===== config.mk =====
export PLATFORM = sky130hd
export DESIGN_NAME = mseq_core
export DESIGN_NICKNAME = d
export VERILOG_FILES = /design/src/rtl/mseq_pkg.sv /design/src/rtl/mseq_decode.sv /design/src/rtl/mseq_pcgen.sv /design/src/rtl/mseq_core.sv
export SDC_FILE = /design/constraint.sdc
export NUM_CORES = 1
export LEC_CHECK = 0
export BUFFER_PORTS_ARGS = -buffer_cell sky130_fd_sc_hd__buf_2
export CORE_ASPECT_RATIO = 0.9
export CORE_UTILIZATION = 41
export CTS_CLUSTER_SIZE = 25
export DETAILED_ROUTE_END_ITERATION = 8
export GPL_TIMING_DRIVEN = 0
export PLACE_DENSITY_LB_ADDON = 0.15
export REMOVE_ABC_BUFFERS = 1
export SETUP_SLACK_MARGIN = 0.1
export SLEW_MARGIN = 0
export SYNTH_ARGS = -nofsm -noshare
export SYNTH_HDL_FRONTEND = slang
export SYNTH_SLANG_ARGS = --single-unit

===== constraint.sdc =====
create_clock -name clk -period 4.5 [get_ports clk]
set_clock_uncertainty 0.1 [all_clocks]
set_input_delay 0.9 -clock clk [delete_from_list [all_inputs] [get_ports clk]]
set_output_delay 0.9 -clock clk [all_outputs]
set_load 0.05 [all_outputs]

===== src/rtl/mseq_pkg.sv =====
package mseq_pkg;
  localparam int WORD_W    = 32;
  localparam int IMM_W     = 18;
  localparam int OP_W      = 3;
  localparam logic [OP_W-1:0] OP_BRANCH = 3'd7;
  localparam int COND_BIT  = 4;
  localparam int ANNUL_BIT = 5;
  localparam int EXIT_BIT  = 7;
  localparam int IMM_LSB   = 14;

  typedef struct packed {
    logic             is_br;
    logic             cond_nz;
    logic             annul;
    logic             exit_f;
    logic [IMM_W-1:0] imm;
  } dec_t;
endpackage


===== src/rtl/mseq_decode.sv =====
module mseq_decode
  import mseq_pkg::*;
(
  input  logic [OP_W-1:0]  op_i,
  input  logic             cond_i,
  input  logic             annul_i,
  input  logic             exit_i,
  input  logic [IMM_W-1:0] imm_i,
  output dec_t             dec_o
);
  always_comb begin
    dec_o.is_br   = (op_i == OP_BRANCH);
    dec_o.cond_nz = cond_i;
    dec_o.annul   = annul_i;
    dec_o.exit_f  = exit_i;
    dec_o.imm     = imm_i;
  end
endmodule


===== src/rtl/mseq_pcgen.sv =====
module mseq_pcgen #(
  parameter int AW   = 6,
  parameter int OFFW = 18
) (
  input  logic [AW-1:0]   pc_i,
  input  logic [OFFW-1:0] off_i,
  output logic [AW-1:0]   nxt_o,
  output logic            bad_o
);
  localparam int SW = ((AW > OFFW) ? AW : OFFW) + 2;

  logic [SW-1:0] sum;

  always_comb begin
    sum   = {{(SW-AW){1'b0}}, pc_i} + {{(SW-OFFW){off_i[OFFW-1]}}, off_i};
    nxt_o = sum[AW-1:0];
    bad_o = |sum[SW-1:AW];
  end
endmodule


===== src/rtl/mseq_core.sv =====
module mseq_core
  import mseq_pkg::*;
#(
  parameter int AW = 6
) (
  input  logic              clk,
  input  logic              rst_n,
  input  logic              start_i,
  input  logic [AW:0]       prog_len_i,
  input  logic              src_a_zero_i,
  output logic [AW-1:0]     imem_addr_o,
  input  logic [WORD_W-1:0] imem_data_i,
  output logic              clear_o,
  output logic              exec_en_o,
  output logic              exec_slot_o,
  output logic [WORD_W-1:0] exec_word_o,
  output logic              busy_o,
  output logic              done_o,
  output logic              err_o
);
  dec_t dec;

  logic          busy_q, busy_n;
  logic [AW-1:0] pc_q, pc_n;
  logic          pcbad_q, pcbad_n;
  logic          slot_q, slot_n;
  logic          redir_q, redir_n;
  logic          exitp_q, exitp_n;
  logic [AW-1:0] tgt_q, tgt_n;
  logic          tgtbad_q, tgtbad_n;
  logic          done_q, done_n;
  logic          err_q, err_n;

  logic [AW-1:0] inc_pc, br_pc;
  logic          inc_bad, br_bad;
  logic          fetch_bad, fault, taken, finish, exec_en;

  mseq_decode u_dec (
    .op_i    (imem_data_i[OP_W-1:0]),
    .cond_i  (imem_data_i[COND_BIT]),
    .annul_i (imem_data_i[ANNUL_BIT]),
    .exit_i  (imem_data_i[EXIT_BIT]),
    .imm_i   (imem_data_i[IMM_LSB +: IMM_W]),
    .dec_o   (dec)
  );

  mseq_pcgen #(.AW(AW), .OFFW(IMM_W)) u_inc (
    .pc_i (pc_q), .off_i (IMM_W'(1)), .nxt_o (inc_pc), .bad_o (inc_bad)
  );

  mseq_pcgen #(.AW(AW), .OFFW(IMM_W)) u_br (
    .pc_i (pc_q), .off_i (dec.imm), .nxt_o (br_pc), .bad_o (br_bad)
  );

  always_comb begin
    fetch_bad = pcbad_q || ({1'b0, pc_q} >= prog_len_i);
    fault     = busy_q && (fetch_bad || (dec.is_br && slot_q));
    exec_en   = busy_q && !fault;
    taken     = dec.is_br && (dec.cond_nz ? !src_a_zero_i : src_a_zero_i);
    finish    = exec_en && slot_q && exitp_q;
  end

  always_comb begin
    busy_n   = busy_q;
    pc_n     = pc_q;
    pcbad_n  = pcbad_q;
    slot_n   = slot_q;
    redir_n  = redir_q;
    exitp_n  = exitp_q;
    tgt_n    = tgt_q;
    tgtbad_n = tgtbad_q;
    done_n   = 1'b0;
    err_n    = 1'b0;
    if (!busy_q) begin
      if (start_i) begin
        busy_n  = 1'b1;
        pc_n    = '0;
        pcbad_n = 1'b0;
        slot_n  = 1'b0;
        redir_n = 1'b0;
        exitp_n = 1'b0;
      end
    end else if (fault) begin
      busy_n = 1'b0;
      done_n = 1'b1;
      err_n  = 1'b1;
    end else if (finish) begin
      busy_n = 1'b0;
      done_n = 1'b1;
    end else if (slot_q) begin
      pc_n    = redir_q ? tgt_q : inc_pc;
      pcbad_n = redir_q ? tgtbad_q : inc_bad;
      slot_n  = 1'b0;
      redir_n = 1'b0;
      exitp_n = 1'b0;
    end else begin
      exitp_n = dec.exit_f;
      if (taken && dec.annul) begin
        pc_n    = br_pc;
        pcbad_n = br_bad;
        slot_n  = dec.exit_f;
        redir_n = 1'b0;
      end else if (taken) begin
        pc_n     = inc_pc;
        pcbad_n  = inc_bad;
        slot_n   = 1'b1;
        redir_n  = 1'b1;
        tgt_n    = br_pc;
        tgtbad_n = br_bad;
      end else begin
        pc_n    = inc_pc;
        pcbad_n = inc_bad;
        slot_n  = dec.exit_f;
        redir_n = 1'b0;
      end
    end
  end

  always_ff @(posedge clk or negedge rst_n) begin
    if (!rst_n) begin
      busy_q   <= 1'b0;
      pc_q     <= '0;
      pcbad_q  <= 1'b0;
      slot_q   <= 1'b0;
      redir_q  <= 1'b0;
      exitp_q  <= 1'b0;
      tgt_q    <= '0;
      tgtbad_q <= 1'b0;
      done_q   <= 1'b0;
      err_q    <= 1'b0;
    end else begin
      busy_q   <= busy_n;
      pc_q     <= pc_n;
      pcbad_q  <= pcbad_n;
      slot_q   <= slot_n;
      redir_q  <= redir_n;
      exitp_q  <= exitp_n;
      tgt_q    <= tgt_n;
      tgtbad_q <= tgtbad_n;
      done_q   <= done_n;
      err_q    <= err_n;
    end
  end

  assign imem_addr_o = pc_q;
  assign clear_o     = start_i && !busy_q;
  assign exec_en_o   = exec_en;
  assign exec_slot_o = slot_q;
  assign exec_word_o = imem_data_i;
  assign busy_o      = busy_q;
  assign done_o      = done_q;
  assign err_o       = err_q;
endmodule


==> impl_metrics.tcl <==
set metrics [dict create \
    nNetsFinal 342 \
    hold_buffers 0 \
    fillCellCount 529 \
    critPathKind "input pin to output pin" \
    dp_hpwl_mm 3.753 \
    grt_max_degree 21 \
    synth.top_cell.area_share_pct 24.08 \
    numCtsBuffers 3 \
    final_max_slew_viol_count 0 \
    yosys_warnings 0 \
    clk_latency_ns 0.27 \
    drc 0 \
    r2r_end "imem_addr_o[1]" \
    dr.pass1.iters 4 \
    wl_per_cell_microns 14.34 \
    pin_count 87 \
    power.density_nw_per_um2 549.9 \
    drt-total-wl_mm 5.004 \
    htreeDepth 1 \
    worst_ep_required_time_ns 3.50 \
    synth.area.top_cells "dfrtp_1 (24%), buf_4 (12%), ha_1 (7.8%)" \
    initial_utilization_pct 42.72 \
    syn_area_sq_um 2078 \
    slew_headroom_pct 38.27 \
    synthCells 249 \
    cp-start-kind "input pin" \
    areaGrowthSynthToFinish_pct 11.26 \
    seq_area_frac_synth_pct 24.08 \
    setup_tns_ns 0 \
    yosys.area.top_type "dfrtp_1" \
    ant_nets 0 \
    die_h_microns 69.54 \
    antenna_found_initial 0 \
    r2r_start "imem_addr_o[0]" \
    drive_gt1_share_pct 27.82 \
    ys_ff_latch 20 \
    maxCapViolCount 0 \
    post-route-period-util_pct 79.32 \
    end_kind "output pin" \
    hold_path_class "flop to flop" \
    r2r_slack_ns 1.57 \
    fmax_ghz 0.2802 \
    post_cts_buffers 0 \
    die_area_sq_um 5358 \
    row_count 24 \
    finalSetupViolCount 0 \
    peakVddDrop_mv 0.2692 \
    num_antenna_cells 0 \
    synth_cell_types 49 \
    gp_congestion 0.8128 \
    grtUsageTotal_pct 19.43 \
    die_w_microns 77.05 \
    place_area_sq_um 2241 \
    tritoncts "built" \
    critPathLaunch "prog_len_i[4]" \
    hold_viol 0 \
    synthArstFlopShare_pct 100.0 \
    crit_arrival_ns 2.57 \
    first_global_vias 1740 \
    clock_sinks 20 \
    rsz0062_at_grt "no" \
    vias 1873 \
    root_buffer "clkbuf_8" \
    crit_path_end "exec_en_o" \
    synth-edff-count 0 \
    r2r_cells 9 \
    worst_slew_pin_slew_ns 0.9225 \
    core-area_sq_um 4865 \
    power.leakage_uw 0.001205 \
    routed_via_density 5.367 \
    grt-ovfl-total 0 \
    clk_path_buf_depth 2 \
    final_area_sq_um 2312 \
    postCtsResizedCells 0 \
    drt_iter0_drc 90 \
    status "complete, no violations" \
    clk_pin_slew_worst_paths_ns 0.08 \
    grt_pass1_wl_mm 8.238 \
    crit_fanout 3 \
    fin_crit_ns 3.569 \
    ys.flop_type "dfrtp_1" \
    port_buffers 70 \
    syn_area_per_cell_sq_um 8.346 \
]
sequential cells by signal, summed over array words and instances (netlist names):
| name | flops |
|---|---|
| busy_o | 1 |
| done_o | 1 |
| err_o | 1 |
| exec_slot_o | 1 |
| exitp_q | 1 |
| imem_addr_o | 6 |
| pcbad_q | 1 |
| redir_q | 1 |
| tgt_q | 6 |
| tgtbad_q | 1 |
through the flow:
stage	hold WS (ns)	power (uW)	util (%)	setup WS (ns)	cells
floorplan	0.3551	847.9	-	1.097	210
finish	0.3882	1271	47.53	0.9306	349
CTS	0.3922	1276	47.53	0.9039	349
detailed placement	0.3729	1090	46.06	0.9102	345
global placement	0.3682	1079	46.06	0.9302	345
global route	0.3966	1370	47.53	0.7328	349
cell families after synthesis:
kind of cell	synth area share (%)
flip-flops	24.08
XOR/XNOR	4.636
adder cells (fa/ha/maj)	8.790
multiplexers	6.562
AO/OA/AOI/OAI	20.53
AND/OR/NAND/NOR	19.75
buffers and inverters	15.65
placed cells by master, fill, tap and decap left out, types with 5 or more instances in the layout:
| cell type | n |
|---|---|
| a211oi_1 | 5 |
| a21oi_1 | 8 |
| a22o_1 | 5 |
| and3_1 | 5 |
| buf_2 | 70 |
| dfrtp_1 | 20 |
| ha_1 | 13 |
| inv_1 | 15 |
| mux2_1 | 5 |
| mux2i_1 | 8 |
| nand2_1 | 22 |
| nand3_1 | 9 |
| nor2_1 | 9 |
| nor2b_1 | 5 |
| o21ai_0 | 15 |
| o21ai_1 | 9 |
| xor2_1 | 7 |
worst max-delay path: stages:
cell     delay [ns]
buf_2          0.08
inv_1          0.04
ha_1           0.29
a21o_1         0.16
a21o_1         0.17
a41oi_1        0.22
o21ai_0        0.13
a21oi_1        0.19
and2_1         0.14
buf_2          0.25
cell usage after synthesis (7+ instances only):
cell type	count
inv_1	15
a21oi_1	8
o21ai_0	15
nand2_1	22
o21ai_1	9
ha_1	13
xor2_1	7
nor2_1	9
mux2i_1	8
nand3_1	9
dfrtp_1	20
buf_4	32
final cells by class:
cell class	count	area, sq um	share of cell area [%]
Multi-Input combinational cell	175	1252	54.17
Tap cell	65	81.33	3.517
Timing Repair Buffer	70	350.3	15.15
Inverter	15	56.30	2.435
Sequential cell	20	500.5	21.64
Clock buffer	3	41.29	1.786
Clock inverter	1	30.03	1.299
layer usage:
metal | track usage (%) | vias up | part of all wire [%] | routed length, microns
met2 | 30.36 | 66 | 45 | 2245
met3 | 5.000 | 5 | 6.0 | 302
li1 | - | 928 | - | -
met5 | 0 | - | 0 | 0
met4 | 4.612 | 0 | 0.92 | 46
met1 | 26.81 | 874 | 48 | 2409
power by group:
group / internal [uW] / total (uW) / switching (uW) / leakage [uW]
combinational: 249 / 746 / 497 / 0.000904
clock: 119 / 184 / 65.4 / 0.0000357
sequential: 246 / 341 / 95.5 / 0.000265
total: 614 / 1270 / 657 / 0.00120
worst min-delay path by stage:
stage	slack [ns]	endpoint	startpoint	depth (start not counted)
after floorplan	0.36	tgt_q[2]	tgt_q[2]	1
after global placement	0.37	tgt_q[3]	tgt_q[3]	1
after detailed placement	0.37	tgt_q[3]	tgt_q[3]	1
after CTS	0.39	tgt_q[3]	tgt_q[3]	1
after global routing	0.40	tgt_q[2]	tgt_q[2]	1
final	0.39	tgt_q[2]	tgt_q[2]	1
(Power assumes the default switching activity.)
